[config.mk]
export PLATFORM = sky130hd
export DESIGN_NAME = lcd_timing_gen
export DESIGN_NICKNAME = d
export VERILOG_FILES = /design/src/rtl/lcd_timing_pkg.sv /design/src/rtl/lcd_axis_cnt.sv /design/src/rtl/lcd_pclk_div.sv /design/src/rtl/lcd_frame_irq.sv /design/src/rtl/lcd_timing_gen.sv
export SDC_FILE = /design/constraint.sdc
export NUM_CORES = 1
export LEC_CHECK = 0
export ABC_AREA = 1
export BUFFER_PORTS_ARGS = -buffer_cell sky130_fd_sc_hd__buf_2
export CAP_MARGIN = 10
export CORE_MARGIN = 5
export CORE_UTILIZATION = 40
export DETAILED_ROUTE_END_ITERATION = 16
export MAX_ROUTING_LAYER = met4
export PLACE_DENSITY_LB_ADDON = 0.25
export RECOVER_POWER = 100
export SLEW_MARGIN = 20
export SYNTH_ARGS = -nofsm -noshare
export SYNTH_HDL_FRONTEND = slang
export SYNTH_SLANG_ARGS = --single-unit
[constraint.sdc]
create_clock -name clk -period 6.7 [get_ports clk]
set_input_delay 1.34 -clock clk [delete_from_list [all_inputs] [get_ports clk]]
set_output_delay 1.34 -clock clk [all_outputs]
set_load 0.005 [all_outputs]
[src/rtl/lcd_timing_pkg.sv]
package lcd_timing_pkg;
   typedef enum logic [1:0] {
      SEG_SYNC  = 2'd0,
      SEG_BACK  = 2'd1,
      SEG_ACT   = 2'd2,
      SEG_FRONT = 2'd3
   } seg_e;

   localparam int          FSEL_W     = 2;
   localparam logic [1:0]  FSEL_VSYNC = 2'b01;
endpackage

[src/rtl/lcd_axis_cnt.sv]
// One raster axis: counts positions and reports which segment is current.
module lcd_axis_cnt
   import lcd_timing_pkg::*;
#(
   parameter int FW = 11
) (
   input  logic          clk,
   input  logic          rst_n,
   input  logic          hold,
   input  logic          step,
   input  logic [FW-1:0] len_sync,
   input  logic [FW-1:0] len_back,
   input  logic [FW-1:0] len_act,
   input  logic [FW-1:0] len_front,
   output seg_e          seg,
   output logic          at_end
);
   localparam int CW = FW + 3;

   logic [CW-1:0] cnt_q;
   logic [CW-1:0] end_sync, end_back, end_act, end_tot;

   always_comb begin
      end_sync = {3'b000, len_sync} + CW'(1);
      end_back = end_sync + {3'b000, len_back} + CW'(1);
      end_act  = end_back + {3'b000, len_act} + CW'(1);
      end_tot  = end_act + {3'b000, len_front} + CW'(1);
   end

   always_comb begin
      if (cnt_q < end_sync)      seg = SEG_SYNC;
      else if (cnt_q < end_back) seg = SEG_BACK;
      else if (cnt_q < end_act)  seg = SEG_ACT;
      else                       seg = SEG_FRONT;
   end

   assign at_end = (cnt_q == end_tot - CW'(1));

   always_ff @(posedge clk or negedge rst_n) begin
      if (!rst_n)     cnt_q <= '0;
      else if (hold)  cnt_q <= '0;
      else if (step)  cnt_q <= at_end ? '0 : cnt_q + CW'(1);
   end
endmodule

[src/rtl/lcd_pclk_div.sv]
// Pixel rate divider with bypass; produces a strobe and a panel clock level.
module lcd_pclk_div #(
   parameter int DW = 8
) (
   input  logic          clk,
   input  logic          rst_n,
   input  logic          run,
   input  logic          div_en,
   input  logic [DW-1:0] div_val,
   output logic          tick,
   output logic          pclk_raw
);
   logic [DW-1:0] ph_q;
   logic [DW-1:0] lim;

   assign lim      = div_en ? div_val : '0;
   assign tick     = run && (ph_q >= lim);
   assign pclk_raw = run && (ph_q <= (lim >> 1));

   always_ff @(posedge clk or negedge rst_n) begin
      if (!rst_n)                    ph_q <= '0;
      else if (!run || ph_q >= lim)  ph_q <= '0;
      else                           ph_q <= ph_q + DW'(1);
   end
endmodule

[src/rtl/lcd_frame_irq.sv]
// Frame status flag with write-one-to-clear and gated interrupt.
module lcd_frame_irq
   import lcd_timing_pkg::*;
(
   input  logic              clk,
   input  logic              rst_n,
   input  logic              vs_on,
   input  logic              frame_en,
   input  logic [FSEL_W-1:0] frame_sel,
   input  logic              master_en,
   input  logic              wr,
   input  logic              wr_data,
   output logic              sts,
   output logic              irq
);
   logic vs_prev_q;
   logic set_evt;

   assign set_evt = vs_on && !vs_prev_q && frame_en && (frame_sel == FSEL_VSYNC);

   always_ff @(posedge clk or negedge rst_n) begin
      if (!rst_n) begin
         vs_prev_q <= 1'b0;
         sts       <= 1'b0;
      end else begin
         vs_prev_q <= vs_on;
         if (set_evt)           sts <= 1'b1;
         else if (wr && wr_data) sts <= 1'b0;
      end
   end

   assign irq = sts && master_en && frame_en;
endmodule

[src/rtl/lcd_timing_gen.sv]
module lcd_timing_gen
   import lcd_timing_pkg::*;
#(
   parameter int H_W     = 11,
   parameter int V_W     = 11,
   parameter int DIV_W   = 8,
   parameter bit OUT_REG = 1'b0
) (
   input  logic             clk,
   input  logic             rst_n,
   input  logic             cfg_video_en,
   input  logic             cfg_div_en,
   input  logic [DIV_W-1:0] cfg_div_val,
   input  logic [H_W-1:0]   cfg_hsync,
   input  logic [H_W-1:0]   cfg_hback,
   input  logic [H_W-1:0]   cfg_hact,
   input  logic [H_W-1:0]   cfg_hfront,
   input  logic [V_W-1:0]   cfg_vsync,
   input  logic [V_W-1:0]   cfg_vback,
   input  logic [V_W-1:0]   cfg_vact,
   input  logic [V_W-1:0]   cfg_vfront,
   input  logic             cfg_inv_vs,
   input  logic             cfg_inv_hs,
   input  logic             cfg_inv_de,
   input  logic             cfg_inv_pclk,
   input  logic             cfg_irq_en,
   input  logic             cfg_frame_en,
   input  logic [1:0]       cfg_frame_sel,
   input  logic             sts_wr,
   input  logic             sts_wr_data,
   output logic             lcd_hsync,
   output logic             lcd_vsync,
   output logic             lcd_de,
   output logic             lcd_pclk,
   output logic             pclk_en,
   output logic             frame_sts,
   output logic             irq
);
   localparam int NOUT = 4;

   if (H_W < 1 || H_W > 16) begin : g_bad_hw
      $error("H_W out of range");
   end
   if (V_W < 1 || V_W > 16) begin : g_bad_vw
      $error("V_W out of range");
   end
   if (DIV_W < 1 || DIV_W > 16) begin : g_bad_dw
      $error("DIV_W out of range");
   end

   logic run_q;
   logic h_end, v_end, frame_end;
   seg_e h_seg, v_seg;
   logic pclk_raw;

   lcd_pclk_div #(.DW(DIV_W)) div_i (
      .clk      (clk),
      .rst_n    (rst_n),
      .run      (run_q),
      .div_en   (cfg_div_en),
      .div_val  (cfg_div_val),
      .tick     (pclk_en),
      .pclk_raw (pclk_raw)
   );

   lcd_axis_cnt #(.FW(H_W)) hax_i (
      .clk       (clk),
      .rst_n     (rst_n),
      .hold      (!run_q),
      .step      (pclk_en),
      .len_sync  (cfg_hsync),
      .len_back  (cfg_hback),
      .len_act   (cfg_hact),
      .len_front (cfg_hfront),
      .seg       (h_seg),
      .at_end    (h_end)
   );

   lcd_axis_cnt #(.FW(V_W)) vax_i (
      .clk       (clk),
      .rst_n     (rst_n),
      .hold      (!run_q),
      .step      (pclk_en && h_end),
      .len_sync  (cfg_vsync),
      .len_back  (cfg_vback),
      .len_act   (cfg_vact),
      .len_front (cfg_vfront),
      .seg       (v_seg),
      .at_end    (v_end)
   );

   assign frame_end = pclk_en && h_end && v_end;

   always_ff @(posedge clk or negedge rst_n) begin
      if (!rst_n)                          run_q <= 1'b0;
      else if (!run_q)                     run_q <= cfg_video_en;
      else if (frame_end && !cfg_video_en) run_q <= 1'b0;
   end

   // Raw levels: syncs low when active, data-enable and clock high when active.
   logic            vs_on;
   logic [NOUT-1:0] raw_nxt, raw_out, inv_vec;

   assign vs_on   = run_q && (v_seg == SEG_SYNC);
   assign raw_nxt = {~(run_q && (h_seg == SEG_SYNC)),
                     ~vs_on,
                     run_q && (h_seg == SEG_ACT) && (v_seg == SEG_ACT),
                     pclk_raw};
   assign inv_vec = {cfg_inv_hs, cfg_inv_vs, cfg_inv_de, cfg_inv_pclk};

   if (OUT_REG) begin : g_out_reg
      logic [NOUT-1:0] raw_q;
      always_ff @(posedge clk or negedge rst_n) begin
         if (!rst_n) raw_q <= 4'b1100;
         else        raw_q <= raw_nxt;
      end
      assign raw_out = raw_q;
   end else begin : g_out_comb
      assign raw_out = raw_nxt;
   end

   assign {lcd_hsync, lcd_vsync, lcd_de, lcd_pclk} = raw_out ^ inv_vec;

   lcd_frame_irq irq_i (
      .clk       (clk),
      .rst_n     (rst_n),
      .vs_on     (vs_on),
      .frame_en  (cfg_frame_en),
      .frame_sel (cfg_frame_sel),
      .master_en (cfg_irq_en),
      .wr        (sts_wr),
      .wr_data   (sts_wr_data),
      .sts       (frame_sts),
      .irq       (irq)
   );
endmodule

==> out/results.tsv <==
stage	metric	value	unit
outcome	status	complete, but fails checks	
outcome	violations	max-capacitance violations, max-slew violations, negative setup slack	
floorplanning	coreArea	21600	sq um
routing	firstDrtPassIters	5	
floorplanning	initial_utilization	40.2	%
synth	syn_nets	1633	
clocking	clock-sinks	39	
setup_path	max_stage_delay	320	ps
floorplanning	rows	54	
clocking	root_buffer	clkbuf_16	
synth	ys_ff_latch	39	
clocking	h-tree-depth	2	
setup_path	worstPathArrival	5480	ps
synth	ys_types	48	
global_route	antenna_found_initial	0	
setup_path	crit_required	5360	ps
synth	synth.avg_cell_area	6.41	sq um
synth	syn-cell-area	8690	sq um
synth	yosysSeqAreaShare	11.2	%
global_route	grt_pass1_vias	9002	
synth	synth_cells	1355	
timing	hold_viol	0	
worst_hold_path	hp-class	flop to flop	
global_route	grt_pass1_wl	40.0	mm
final_layout	fillers	2142	
floorplanning	die_area	24800	sq um
timing	fin_crit	6820	ps
job	maxCapViolCount	1	
routing	antenna_left	0	
timing	setup_violations	1	
timing	worst_clock_skew	2.73	ps
setup_path	crit_top_cell	nand2_2	
timing	slew_violations	40	
routing	wl	24.5	mm
power	leakagePower	6.49	nW
final_layout	final_util	54.3	%
setup_path	crit_path_top_delay_cell	a2111oi_4	
timing	fmax	0.147	GHz
timing	rsz0062_at_grt	true	
power	power_density	242	nW/um^2
routing	avgRoutedWirePerCell	12.8	microns
synth	synth_top_cell_by_area	ha_1	
timing	final.period_utilization	102	%
routing	first_iter_violations	443	
placed_design	io_buffers	116	
setup_path	critPathTopFamily	compound AO/OA/AOI/OAI gates	
synth	yosys_warnings	0	
synth	synth_edf_count	0	
clocking	clock_latency	280	ps
global_route	grt_overflow	0	
routing	num_vias	9421	
routing	vias_per_cell	4.91	
global_route	grt.total_usage	19.6	%
synth	ys_top_cells_by_area	ha_1 23%, nand2_1 16%, dfrtp_1 11%	
setup_path	endpoint_kind	primary output	
global_route	grt_max_degree	40	
floorplanning	die_x	157	microns
final_layout	finalInstanceArea	11700	sq um
floorplanning	io_pins	117	
timing	worst_slew_pin_slew	2220	ps
final_layout	antenna_cells	0	
clocking	clk_pin_slew	60	ps
floorplanning	die_y	157	microns
setup_path	cp_max_fo	4	
setup_path	path_class	input port to primary output	
setup_path	start_kind	input port	
placed_design	hpwl	20.2	mm
timing	maxSlewHeadroom	-47.9	%
setup_path	path_buf_inv	10	
clocking	clk_path_buf_depth	2	
timing	setup_ws	-118	ps
synth	async_flop_share	100	%
clocking	cts_tree	yes	
routing	drc	0	
final_layout	nets	1914	
final_layout	drive_gt1_share	26.9	%
synth	yosys.area.top_type_share	23.3	%
placed_design	gp_congestion	0.883	
power	vdd_drop_max	0.124	mV
timing	tns	-118	ps
final_layout	area_growth	35.2	%
placed_design	placedInstanceArea	10600	sq um
clocking	cts_buffers	5	
synth	synth_flop_cell	dfrtp_1	
## final timing paths
check / slack (ps) / end / start / cells after the start
worst max-delay path: -120 / lcd_de / cfg_hsync[1] / 35
worst min-delay path: 500 / irq_i.sts$_DFFE_PN0P_ / irq_i.sts$_DFFE_PN0P_ / 2
worst max register to register: 4180 / hax_i.cnt_q[13]$_DFFE_PN0P_ / hax_i.cnt_q[2]$_DFFE_PN0P_ / 10
worst min register to register: 500 / irq_i.sts$_DFFE_PN0P_ / irq_i.sts$_DFFE_PN0P_ / 2
max in group asynchronous: 3730 / hax_i.cnt_q[11]$_DFFE_PN0P_ / rst_n / 1
min in group asynchronous: 1710 / hax_i.cnt_q[4]$_DFFE_PN0P_ / rst_n / 1
## placed cells by master (no fill, tap or decap), types with 4 or more instances in the layout
cell	count
nand4_1	24
and3_1	4
dfrtp_1	39
a21o_1	9
nor3_1	9
o22ai_1	12
nand3b_1	6
nand2_4	4
ha_1	142
buf_4	167
xnor2_1	21
o21a_1	8
clkbuf_16	5
xnor2_2	7
nor2_4	7
nand2_1	341
nand3_1	92
nor2_2	16
nand3_2	11
clkbuf_1	6
nand2_2	29
a21oi_2	12
o21bai_1	7
ha_4	19
o21ai_1	4
a31oi_1	5
inv_1	207
buf_2	107
buf_6	4
xor2_2	8
o211ai_1	10
a21oi_1	69
nor2_1	93
o21ai_0	21
inv_2	13
fa_1	6
xor2_1	51
## layout make-up
| cell class | instances | area [sq um] | share of cell area, % |
|---|---|---|---|
| Tap cell | 280 | 350 | 2.98 |
| Clock inverter | 3 | 43.8 | 0.373 |
| Sequential cell | 39 | 976 | 8.31 |
| Timing Repair Buffer | 287 | 1910 | 16.3 |
| Clock buffer | 5 | 125 | 1.06 |
| Inverter | 221 | 831 | 7.07 |
| Multi-Input combinational cell | 1082 | 7510 | 63.9 |
## worst min-delay path, stage by stage, from the launching register on
cell     delay (ps)
dfrtp_1         350
nand2_1          60
nand2_1          60
## stage by stage
step	hold slack, ps	std cells	total power, mW	setup slack (ps)
2_1_floorplan	455	1355	1.76	185
3_3_place_gp	480	1877	2.34	-334
3_5_place_dp	491	1877	2.39	-467
4_1_cts	507	1901	2.74	-177
5_1_grt	531	1917	3.20	-408
6_report	499	1917	2.85	-118
## timing repair
item / CTS / global route
pin swaps: 26 / 59
cloned: 0 / 0
endpoints found under the setup margin: 1 / 1
hold buffers: 0 / 0
buffers inserted: 16 / 16
gates resized for setup: 38 / 106
## where the power goes
| group | internal, mW | total (mW) | switching (mW) |
|---|---|---|---|
| clock | 0.176 | 0.277 | 0.101 |
| combinational | 1.02 | 2.26 | 1.24 |
| sequential | 0.263 | 0.311 | 0.0478 |
| total | 1.46 | 2.85 | 1.39 |
## cell families (layout without fill, tap and decap cells)
family / after synthesis / in the layout / synth area share (%)
buffers and inverters: 234 / 516 / 10.4
adder cells (fa/ha/maj): 168 / 168 / 24.7
XOR/XNOR: 88 / 88 / 9.03
AO/OA/AOI/OAI: 176 / 176 / 11.9
flip-flops: 39 / 39 / 11.2
AND/OR/NAND/NOR: 650 / 650 / 32.7
## Yosys cell counts (2+ instances only)
master / n
fa_1: 6
nand3b_1: 6
nand2_2: 14
a21oi_1: 82
nor2_4: 4
or2_2: 2
nor2_1: 103
dfrtp_1: 39
and3_1: 4
a31oi_1: 8
a21o_1: 9
o21ai_0: 25
a31o_2: 2
o21ai_2: 2
nor3b_1: 5
o31ai_1: 3
ha_1: 162
o21bai_1: 8
xor2_1: 59
o211ai_1: 10
buf_4: 2
nand3_1: 102
inv_1: 218
o21a_1: 8
nand4_1: 24
nor3_1: 12
o22ai_1: 12
nand3_2: 2
buf_6: 2
nand2_1: 359
nor2_2: 9
inv_2: 2
clkbuf_1: 8
xnor2_1: 28
## sequential cells by signal, summed over array words and instances, names as in the netlist
name / flops
hax_i.cnt_q: 14
vax_i.cnt_q: 14
div_i.ph_q: 8
irq_i.sts: 1
irq_i.vs_prev_q: 1
run_q: 1
## layer usage
metal  GRT usage (%)  vias to the layer above  share of wire [%]
li1                -                     4985                  -
met1            26.4                     4247                 48
met2            33.0                      156                 47
met3            1.26                       33                3.6
met4            3.40                        0                1.7
met5               -                        -                  0
Note: power is estimated with default switching activity, not from simulation.
